===== config.mk =====
export PLATFORM = sky130hd
export DESIGN_NAME = apb_periph_decoder
export DESIGN_NICKNAME = d
export VERILOG_FILES = /design/src/rtl/apb_dec_pkg.sv /design/src/rtl/apb_region_decode.sv /design/src/rtl/apb_resp_mux.sv /design/src/rtl/apb_unmapped_ctrl.sv /design/src/rtl/apb_periph_decoder.sv
export SDC_FILE = /design/constraint.sdc
export NUM_CORES = 1
export LEC_CHECK = 0
export ABC_AREA = 1
export BUFFER_PORTS_ARGS = -buffer_cell sky130_fd_sc_hd__buf_2
export CORE_AREA = 2 2 167 169
export DETAILED_ROUTE_END_ITERATION = 10
export DIE_AREA = 0 0 169 171
export PLACE_DENSITY_LB_ADDON = 0.2
export REMOVE_ABC_BUFFERS = 1
export SYNTH_ARGS = -nofsm -noshare
export SYNTH_HDL_FRONTEND = slang
export SYNTH_SLANG_ARGS = --single-unit

===== constraint.sdc =====
create_clock -name clk -period 2.14 [get_ports clk]
set_input_delay 0.321 -clock clk [delete_from_list [all_inputs] [get_ports clk]]
set_output_delay 0.321 -clock clk [all_outputs]
set_load 0.01 [all_outputs]

===== src/rtl/apb_dec_pkg.sv =====
// Package: peripheral numbering and per-window data width for the APB decoder.
package apb_dec_pkg;
    localparam int unsigned PERI_COUNT = 10;

    typedef enum logic [3:0] {
        PERI_BOOTROM = 4'd0,
        PERI_GPIO    = 4'd1,
        PERI_SER0    = 4'd2,
        PERI_SER1    = 4'd3,
        PERI_SPI     = 4'd4,
        PERI_TMR0    = 4'd5,
        PERI_TMR1    = 4'd6,
        PERI_FTMR    = 4'd7,
        PERI_WDOG    = 4'd8,
        PERI_SYSCTL  = 4'd9
    } periph_e;

    // Data width in bits served by the peripheral at a given window index.
    function automatic int unsigned periph_width(input int unsigned idx);
        case (idx)
            int'(PERI_SER0), int'(PERI_SER1): return 8;
            int'(PERI_SPI):                   return 16;
            default:                          return 32;
        endcase
    endfunction
endpackage


===== src/rtl/apb_region_decode.sv =====
// Region decoder: compares the upper address tag with the base and turns the
// window index into a one-hot select. Assumes aligned windows of 2**WIN_BITS.
module apb_region_decode #(
    parameter int unsigned ADDR_W   = 32,
    parameter int unsigned WIN_BITS = 12,
    parameter int unsigned IDX_W    = 4,
    parameter int unsigned NUM_PERI = 10,
    parameter logic [ADDR_W-1:0] BASE_ADDR = 32'h4000_0000
) (
    input  logic [ADDR_W-1:WIN_BITS] addr_hi,
    input  logic                     req,
    output logic [NUM_PERI-1:0]      sel_vec,
    output logic                     hit
);
    localparam int unsigned TAG_LSB = WIN_BITS + IDX_W;

    logic             tag_ok;
    logic [IDX_W-1:0] idx;

    // Tag match and window index extraction.
    always_comb begin
        tag_ok = (addr_hi[ADDR_W-1:TAG_LSB] == BASE_ADDR[ADDR_W-1:TAG_LSB]);
        idx    = addr_hi[TAG_LSB-1:WIN_BITS];
        hit    = tag_ok && (32'(idx) < NUM_PERI);
    end

    // One select per window, gated by the bus request.
    for (genvar g = 0; g < NUM_PERI; g++) begin : g_sel
        assign sel_vec[g] = req && tag_ok && (idx == IDX_W'(g));
    end
endmodule


===== src/rtl/apb_resp_mux.sv =====
// Response mux: returns ready and width-masked read data of the selected
// peripheral. Assumes sel_vec is one-hot or zero; zero selection gives zeros.
module apb_resp_mux #(
    parameter int unsigned DATA_W   = 32,
    parameter int unsigned NUM_PERI = 10
) (
    input  logic [NUM_PERI-1:0]        sel_vec,
    input  logic [NUM_PERI-1:0]        ready_vec,
    input  logic [NUM_PERI*DATA_W-1:0] rdata_flat,
    output logic                       ready,
    output logic [DATA_W-1:0]          rdata
);
    logic [DATA_W-1:0] masked [NUM_PERI];

    // Per-window mask sized from the peripheral's data width.
    for (genvar g = 0; g < NUM_PERI; g++) begin : g_mask
        localparam int unsigned PW = apb_dec_pkg::periph_width(g);
        localparam logic [DATA_W-1:0] MASK =
            (PW >= DATA_W) ? {DATA_W{1'b1}} : ((DATA_W'(1) << PW) - DATA_W'(1));
        assign masked[g] = rdata_flat[g*DATA_W +: DATA_W] & MASK;
    end

    // AND-OR selection of the active peripheral's response.
    always_comb begin
        ready = 1'b0;
        rdata = '0;
        for (int i = 0; i < int'(NUM_PERI); i++) begin
            if (sel_vec[i]) begin
                ready = ready | ready_vec[i];
                rdata = rdata | masked[i];
            end
        end
    end
endmodule


===== src/rtl/apb_unmapped_ctrl.sv =====
// Unmapped-access handler: closes a transfer that hits no window and raises a
// one-cycle interrupt in its ACCESS cycle. Assumes APB SETUP precedes ACCESS.
module apb_unmapped_ctrl (
    input  logic clk,
    input  logic rst_n,
    input  logic psel,
    input  logic penable,
    input  logic hit,
    output logic local_ready,
    output logic fiq_req
);
    logic fiq_q;

    // Arm the interrupt in SETUP so it is high during the single ACCESS cycle.
    always_ff @(posedge clk) begin
        if (!rst_n) fiq_q <= 1'b0;
        else        fiq_q <= psel && !penable && !hit;
    end

    // Decoder-generated ready for transfers no peripheral answers.
    assign local_ready = psel && penable && !hit;
    assign fiq_req     = fiq_q;
endmodule


===== src/rtl/apb_periph_decoder.sv =====
// APB peripheral address decoder top: selects one of NUM_PERI peripherals,
// returns its ready and read data, and closes unmapped transfers with an
// interrupt pulse. Assumes address, select and enable come from one bridge.
module apb_periph_decoder #(
    parameter int unsigned ADDR_W   = 32,
    parameter int unsigned DATA_W   = 32,
    parameter int unsigned WIN_BITS = 12,
    parameter int unsigned IDX_W    = 4,
    parameter int unsigned NUM_PERI = apb_dec_pkg::PERI_COUNT,
    parameter logic [ADDR_W-1:0] BASE_ADDR = 32'h4000_0000
) (
    input  logic                       clk,
    input  logic                       rst_n,
    input  logic [ADDR_W-1:0]          paddr,
    input  logic                       psel,
    input  logic                       penable,
    input  logic [NUM_PERI-1:0]        periph_ready,
    input  logic [NUM_PERI*DATA_W-1:0] periph_rdata,
    output logic [NUM_PERI-1:0]        periph_sel,
    output logic [WIN_BITS-1:0]        periph_offset,
    output logic                       pready,
    output logic [DATA_W-1:0]          prdata,
    output logic                       pslverr,
    output logic                       fiq_req
);
    logic hit;
    logic mux_ready;
    logic local_ready;

    apb_region_decode #(
        .ADDR_W(ADDR_W), .WIN_BITS(WIN_BITS), .IDX_W(IDX_W),
        .NUM_PERI(NUM_PERI), .BASE_ADDR(BASE_ADDR)
    ) dec_i (
        .addr_hi (paddr[ADDR_W-1:WIN_BITS]),
        .req     (psel),
        .sel_vec (periph_sel),
        .hit     (hit)
    );

    apb_resp_mux #(.DATA_W(DATA_W), .NUM_PERI(NUM_PERI)) mux_i (
        .sel_vec    (periph_sel),
        .ready_vec  (periph_ready),
        .rdata_flat (periph_rdata),
        .ready      (mux_ready),
        .rdata      (prdata)
    );

    apb_unmapped_ctrl miss_i (
        .clk         (clk),
        .rst_n       (rst_n),
        .psel        (psel),
        .penable     (penable),
        .hit         (hit),
        .local_ready (local_ready),
        .fiq_req     (fiq_req)
    );

    // Combine peripheral and decoder ready; errors go out only by interrupt.
    assign pready        = mux_ready || local_ready;
    assign pslverr       = 1'b0;
    assign periph_offset = paddr[WIN_BITS-1:0];
endmodule


# Word level (Yosys, flattened, before mapping)
# Cells that the tools add are included.
dict set report word_totals {
  reg_bits 1
  word_cells 70
}
dict set report op_classes {
  n_eq_ne 10
  reduce_logical 20
  bitwise 18
  n_mux 20
  order_cmp 1
}
# cell count
set ops {}
lappend ops {{32-bit two-way mux} 10}
lappend ops {{32-bit OR} 6}
lappend ops {{32-bit by 8-bit OR with 32-bit output} 2}
lappend ops {{32-bit by 16-bit OR with 32-bit output} 1}
lappend ops {{16-bit by 15-bit equality test with 1-bit output (second input constant)} 1}
lappend ops {{4-bit by 3-bit equality test with 1-bit output (second input constant)} 4}
lappend ops {{1-bit logical AND} 16}
lappend ops {{1-bit two-way mux} 10}
lappend ops {{1-bit OR} 9}
lappend ops {{4-bit by 2-bit equality test with 1-bit output (second input constant)} 2}
lappend ops {{4-bit equality test (second input constant)} 2}
lappend ops {{4-bit by 1-bit equality test with 1-bit output (second input constant)} 1}
lappend ops {{4-bit zero test} 1}
lappend ops {{4-bit < comparator (second input constant)} 1}
lappend ops {{1-bit zero test} 2}
lappend ops {{1-bit logical OR} 1}

# Logic depth before layout (Yosys ltp)
dict set report depth {
  word_depth 23
  mapped_depth 11
}

# By module
# From an unflattened synthesis, not the netlist that was laid out.
dict set report hier_totals {
  cells_unflattened 575
  hier_area_um2 2596.2
}
# mod cells_each seq_area_each_um2 area_per_inst_um2 instances
set by_module_without_submodules {}
lappend by_module_without_submodules {apb_resp_mux 505 0.0 2209.6 1}
lappend by_module_without_submodules {apb_region_decode 46 0.0 226.5 1}
lappend by_module_without_submodules {apb_periph_decoder 17 0.0 112.6 1}
lappend by_module_without_submodules {apb_unmapped_ctrl 7 20.0 47.5 1}

# Worst setup path after synthesis
# Ideal clock, no wire load.
dict set report synth_timing {
  path_kind {input-to-output}
  startpoint {input port paddr[29]}
  endpoint {output port prdata[2]}
  path_buffers 1
  path_stages 10
  arrival_ns 1.453
  setup_slack_ns 0.366
  t_required_ns 1.819
  path_cell_list {nor2_1 nand2_1 nor2_4 nand2_2 nor2_4 buf_6 nand2_1 o21ai_0 nor2_1 nand3_1}
}
dict set report synth_via {
  elab_chain_cells 22
  word_cells_on_any_way 31
}
# element line_no
set synth_lines {}
lappend synth_lines {{from (decl)} apb_periph_decoder.sv:14} ;# input logic [ADDR_W-1:0] paddr,
lappend synth_lines {{16-bit by 15-bit equality test with 1-bit output (*)} apb_region_decode.sv:22} ;# tag_ok = (addr_hi[ADDR_W-1:TAG_LSB] == BASE_ADDR[ADDR_W-1:TAG_LSB]);
lappend synth_lines {{1-bit logical AND (*)} apb_region_decode.sv:29} ;# assign sel_vec[g] = req && tag_ok && (idx == IDX_W'(g));
lappend synth_lines {{1-bit logical AND} apb_region_decode.sv:29}
lappend synth_lines {{32-bit two-way mux} apb_resp_mux.sv:28} ;# if (sel_vec[i]) begin
lappend synth_lines {{32-bit OR} apb_resp_mux.sv:30} ;# rdata = rdata | masked[i];
lappend synth_lines {{32-bit two-way mux} apb_resp_mux.sv:28}
lappend synth_lines {{32-bit by 8-bit OR with 32-bit output} apb_resp_mux.sv:30}
lappend synth_lines {{32-bit two-way mux} apb_resp_mux.sv:28}
lappend synth_lines {{[6 not listed]} -}
lappend synth_lines {{32-bit OR} apb_resp_mux.sv:30}
lappend synth_lines {{32-bit two-way mux} apb_resp_mux.sv:28}
lappend synth_lines {{32-bit OR} apb_resp_mux.sv:30}
lappend synth_lines {{32-bit two-way mux} apb_resp_mux.sv:28}
lappend synth_lines {{32-bit OR} apb_resp_mux.sv:30}
lappend synth_lines {{32-bit two-way mux} apb_resp_mux.sv:28}
lappend synth_lines {{32-bit OR} apb_resp_mux.sv:30}
lappend synth_lines {{32-bit two-way mux (*)} apb_resp_mux.sv:28}
lappend synth_lines {{to (decl)} apb_periph_decoder.sv:22} ;# output logic [DATA_W-1:0] prdata,
# Mark *: on every way between the ends. The rest lies on a longest branch, timed or not.

# Final worst setup path
dict set report layout_timing {
  startpoint {input port paddr[21]}
  endpoint {output port prdata[14]}
}
# Same word-level chain as after synthesis.

==> reports/qor.txt <==
status - finished with violations
violated checks - negative setup slack
Achievable Freq - 461 MHz
grt total ovfl - 0
pre-CTS WS - -0.260 ns
worst hold stages - 3
vias in the first global route - 5,015
CP Launch Type - primary input
fillers - 3,217
worst hold-check path type - in -> reg
placed cell areas - 5150 um2
Final GP Congestion - 0.778
chip width - 169 um
DR vias - 5,105
layout net count - 1,359
HP Start - rst_n
register area share after synthesis - 0.727%
largest net degree at the start of global routing - 37
first-pass GRT wire length - 28,300 um
WHS Endpoint - miss_i.fiq_req
multi-input logic area - 2450 um2
Synth cell types - 23
max-slew violations - 0
Clock transition at path regs - 0 ns
CORE AREA - 27,300 um2
share of layout cells above drive strength 1 - 48.6%
chip height - 171 um
Worst EP required - 1.82 ns
Max-cap violations - 0
max reg flops - 1
setup TNS - -0.0643 ns
Post-CTS Hold Fix Bufs - 0
final wirelength - 21,300 um
antenna violations before repair - 3
Syn Inst Count - 629
via/cell ratio - 3.81
RSZ-0062 raised after global routing - true
VDD IR-drop max - 0.0407 mV
1st-iter DRT viols - 124
area of the die - 28,900 um2
most frequent cells in the layout - 318 x buf_2, 213 x nand2_1, 109 x nor2_1
#FFs+latches synth - 1
Final Hold Viols - 0
Final Core Density - 21.6%
Seq. cell area - 20.0 um2
average size of a mapped cell - 4.38 um2
Post-Place Cells - 1,319
post-detail-place hpwl - 16,800 um
row count - 61
io pins - 423
Period minus WS final - 2.17 ns
Layout area overhead - 115%
fin area - 5910 um2
Routed Antenna Nets - 0
crit-path max FO - 7
number of synthesis warnings - 0
Starting Density - 10.1%
final setup margin - -0.0292 ns
Lkg Pwr - 0.00367 uW
Critical Path Source - paddr[21]
Port-buffer cells - 333
Power Density - 70.2 nW/um2
GRT Total Usage - 13.0%
CP endpoint kind - output pin
most common cell after layout, fill and taps aside - buf_2
Syn Std Cell Area - 2750 um2
WS Path Type - in -> out
routed length per instance - 15.9 um
drt pass-1 iters - 4
# setup viols final - 4
Worst EP arrival - 1.85 ns
Non-Filler Instances - 1,339
Final period util - 101%
DRC viols - 0
## critical path, stage by stage
cell and delay (ns):
buf_6 0.09, nor2_2 0.10, nand2_2 0.07, nor2_4 0.14, nand2_2 0.07, nor2_4 0.17
buf_12 0.14, buf_8 0.10, buf_12 0.12, buf_12 0.13, nand3_2 0.06, nand2_1 0.06
nor2_1 0.04, nand3_1 0.08, buf_2 0.14
## cell families (layout without fill, tap and decap cells)
group	after synthesis	count (layout)	synth area share [%]
simple gates	495	495	76.0
flops	1	1	0.727
compound gates	9	9	1.64
buf+inv	123	485	21.5
other cells	1	3	0.136
## cell type report
cell class	instances	area share, %
inverter	81	5.38
multi-input combinational	505	41.4
antenna	2	0.0847
timing repair buffer	404	45.5
tap	346	7.32
sequential	1	0.339
## through the flow
step	power, uW	hold WS (ns)
2_1_floorplan	74.2	0.447
3_3_place_gp	381	0.549
3_5_place_dp	385	0.554
4_1_cts	393	0.554
5_1_grt	455	0.571
6_report	415	0.549
## how the worst max path moves through the flow
stage                  to  slack (ns)  depth (start not counted)
2_1_floorplan  prdata[10]       -0.90                          9
3_3_place_gp   prdata[14]       -0.24                         13
5_1_grt        prdata[30]       -0.12                         15
6_report       prdata[14]       -0.03                         15
3_5_place_dp   prdata[14]       -0.26                         13
4_1_cts        prdata[30]       -0.10                         15
## power breakdown
group          internal, uW  total [uW]   leakage, uW  switching, uW
Combinational           229         395       0.00366            166
Sequential             19.8        19.9    0.00000822          0.117
Clock              0.000125    0.000125  0.0000000127              0
## repair_timing
item	in CTS	in global routing
pin swaps	13	30
gates resized for setup	45	79
setup endpoints to repair	34	36
gates cloned	1	5
buffers inserted	10	2
## Yosys cell counts
library cell / n / area (um2)
nand2_1: 233 / 875
nor2_1: 130 / 488
nand3_1: 101 / 505
inv_1: 75 / 282
nand4_1: 21 / 131
buf_4: 17 / 128
buf_2: 12 / 60.1
o21ai_0: 8 / 40.0
buf_6: 7 / 78.8
clkbuf_1: 6 / 22.5
clkinv_1: 3 / 11.3
inv_2: 3 / 11.3
nor2_4: 3 / 33.8
conb_1: 1 / 3.75
dfxtp_1: 1 / 20.0
nand2_2: 1 / 6.26
nand3_2: 1 / 10.0
nand3b_1: 1 / 7.51
nand4_2: 1 / 12.5
nor3_1: 1 / 5.00
nor3_2: 1 / 10.0
o21ai_1: 1 / 5.00
or2_1: 1 / 6.26
## routing by layer
metal  vias to the layer above  track usage, %  part of all wire, %  wire length, um
met2                       231            25.1                   51            10800
li1                       2655               -                    -                -
met1                      2198            14.0                   39             8300
met4                         2            1.75                  1.6              338
met5                         -               0                0.084               18
met3                        19            4.14                  8.6             1840
(Power assumes the default switching activity.)
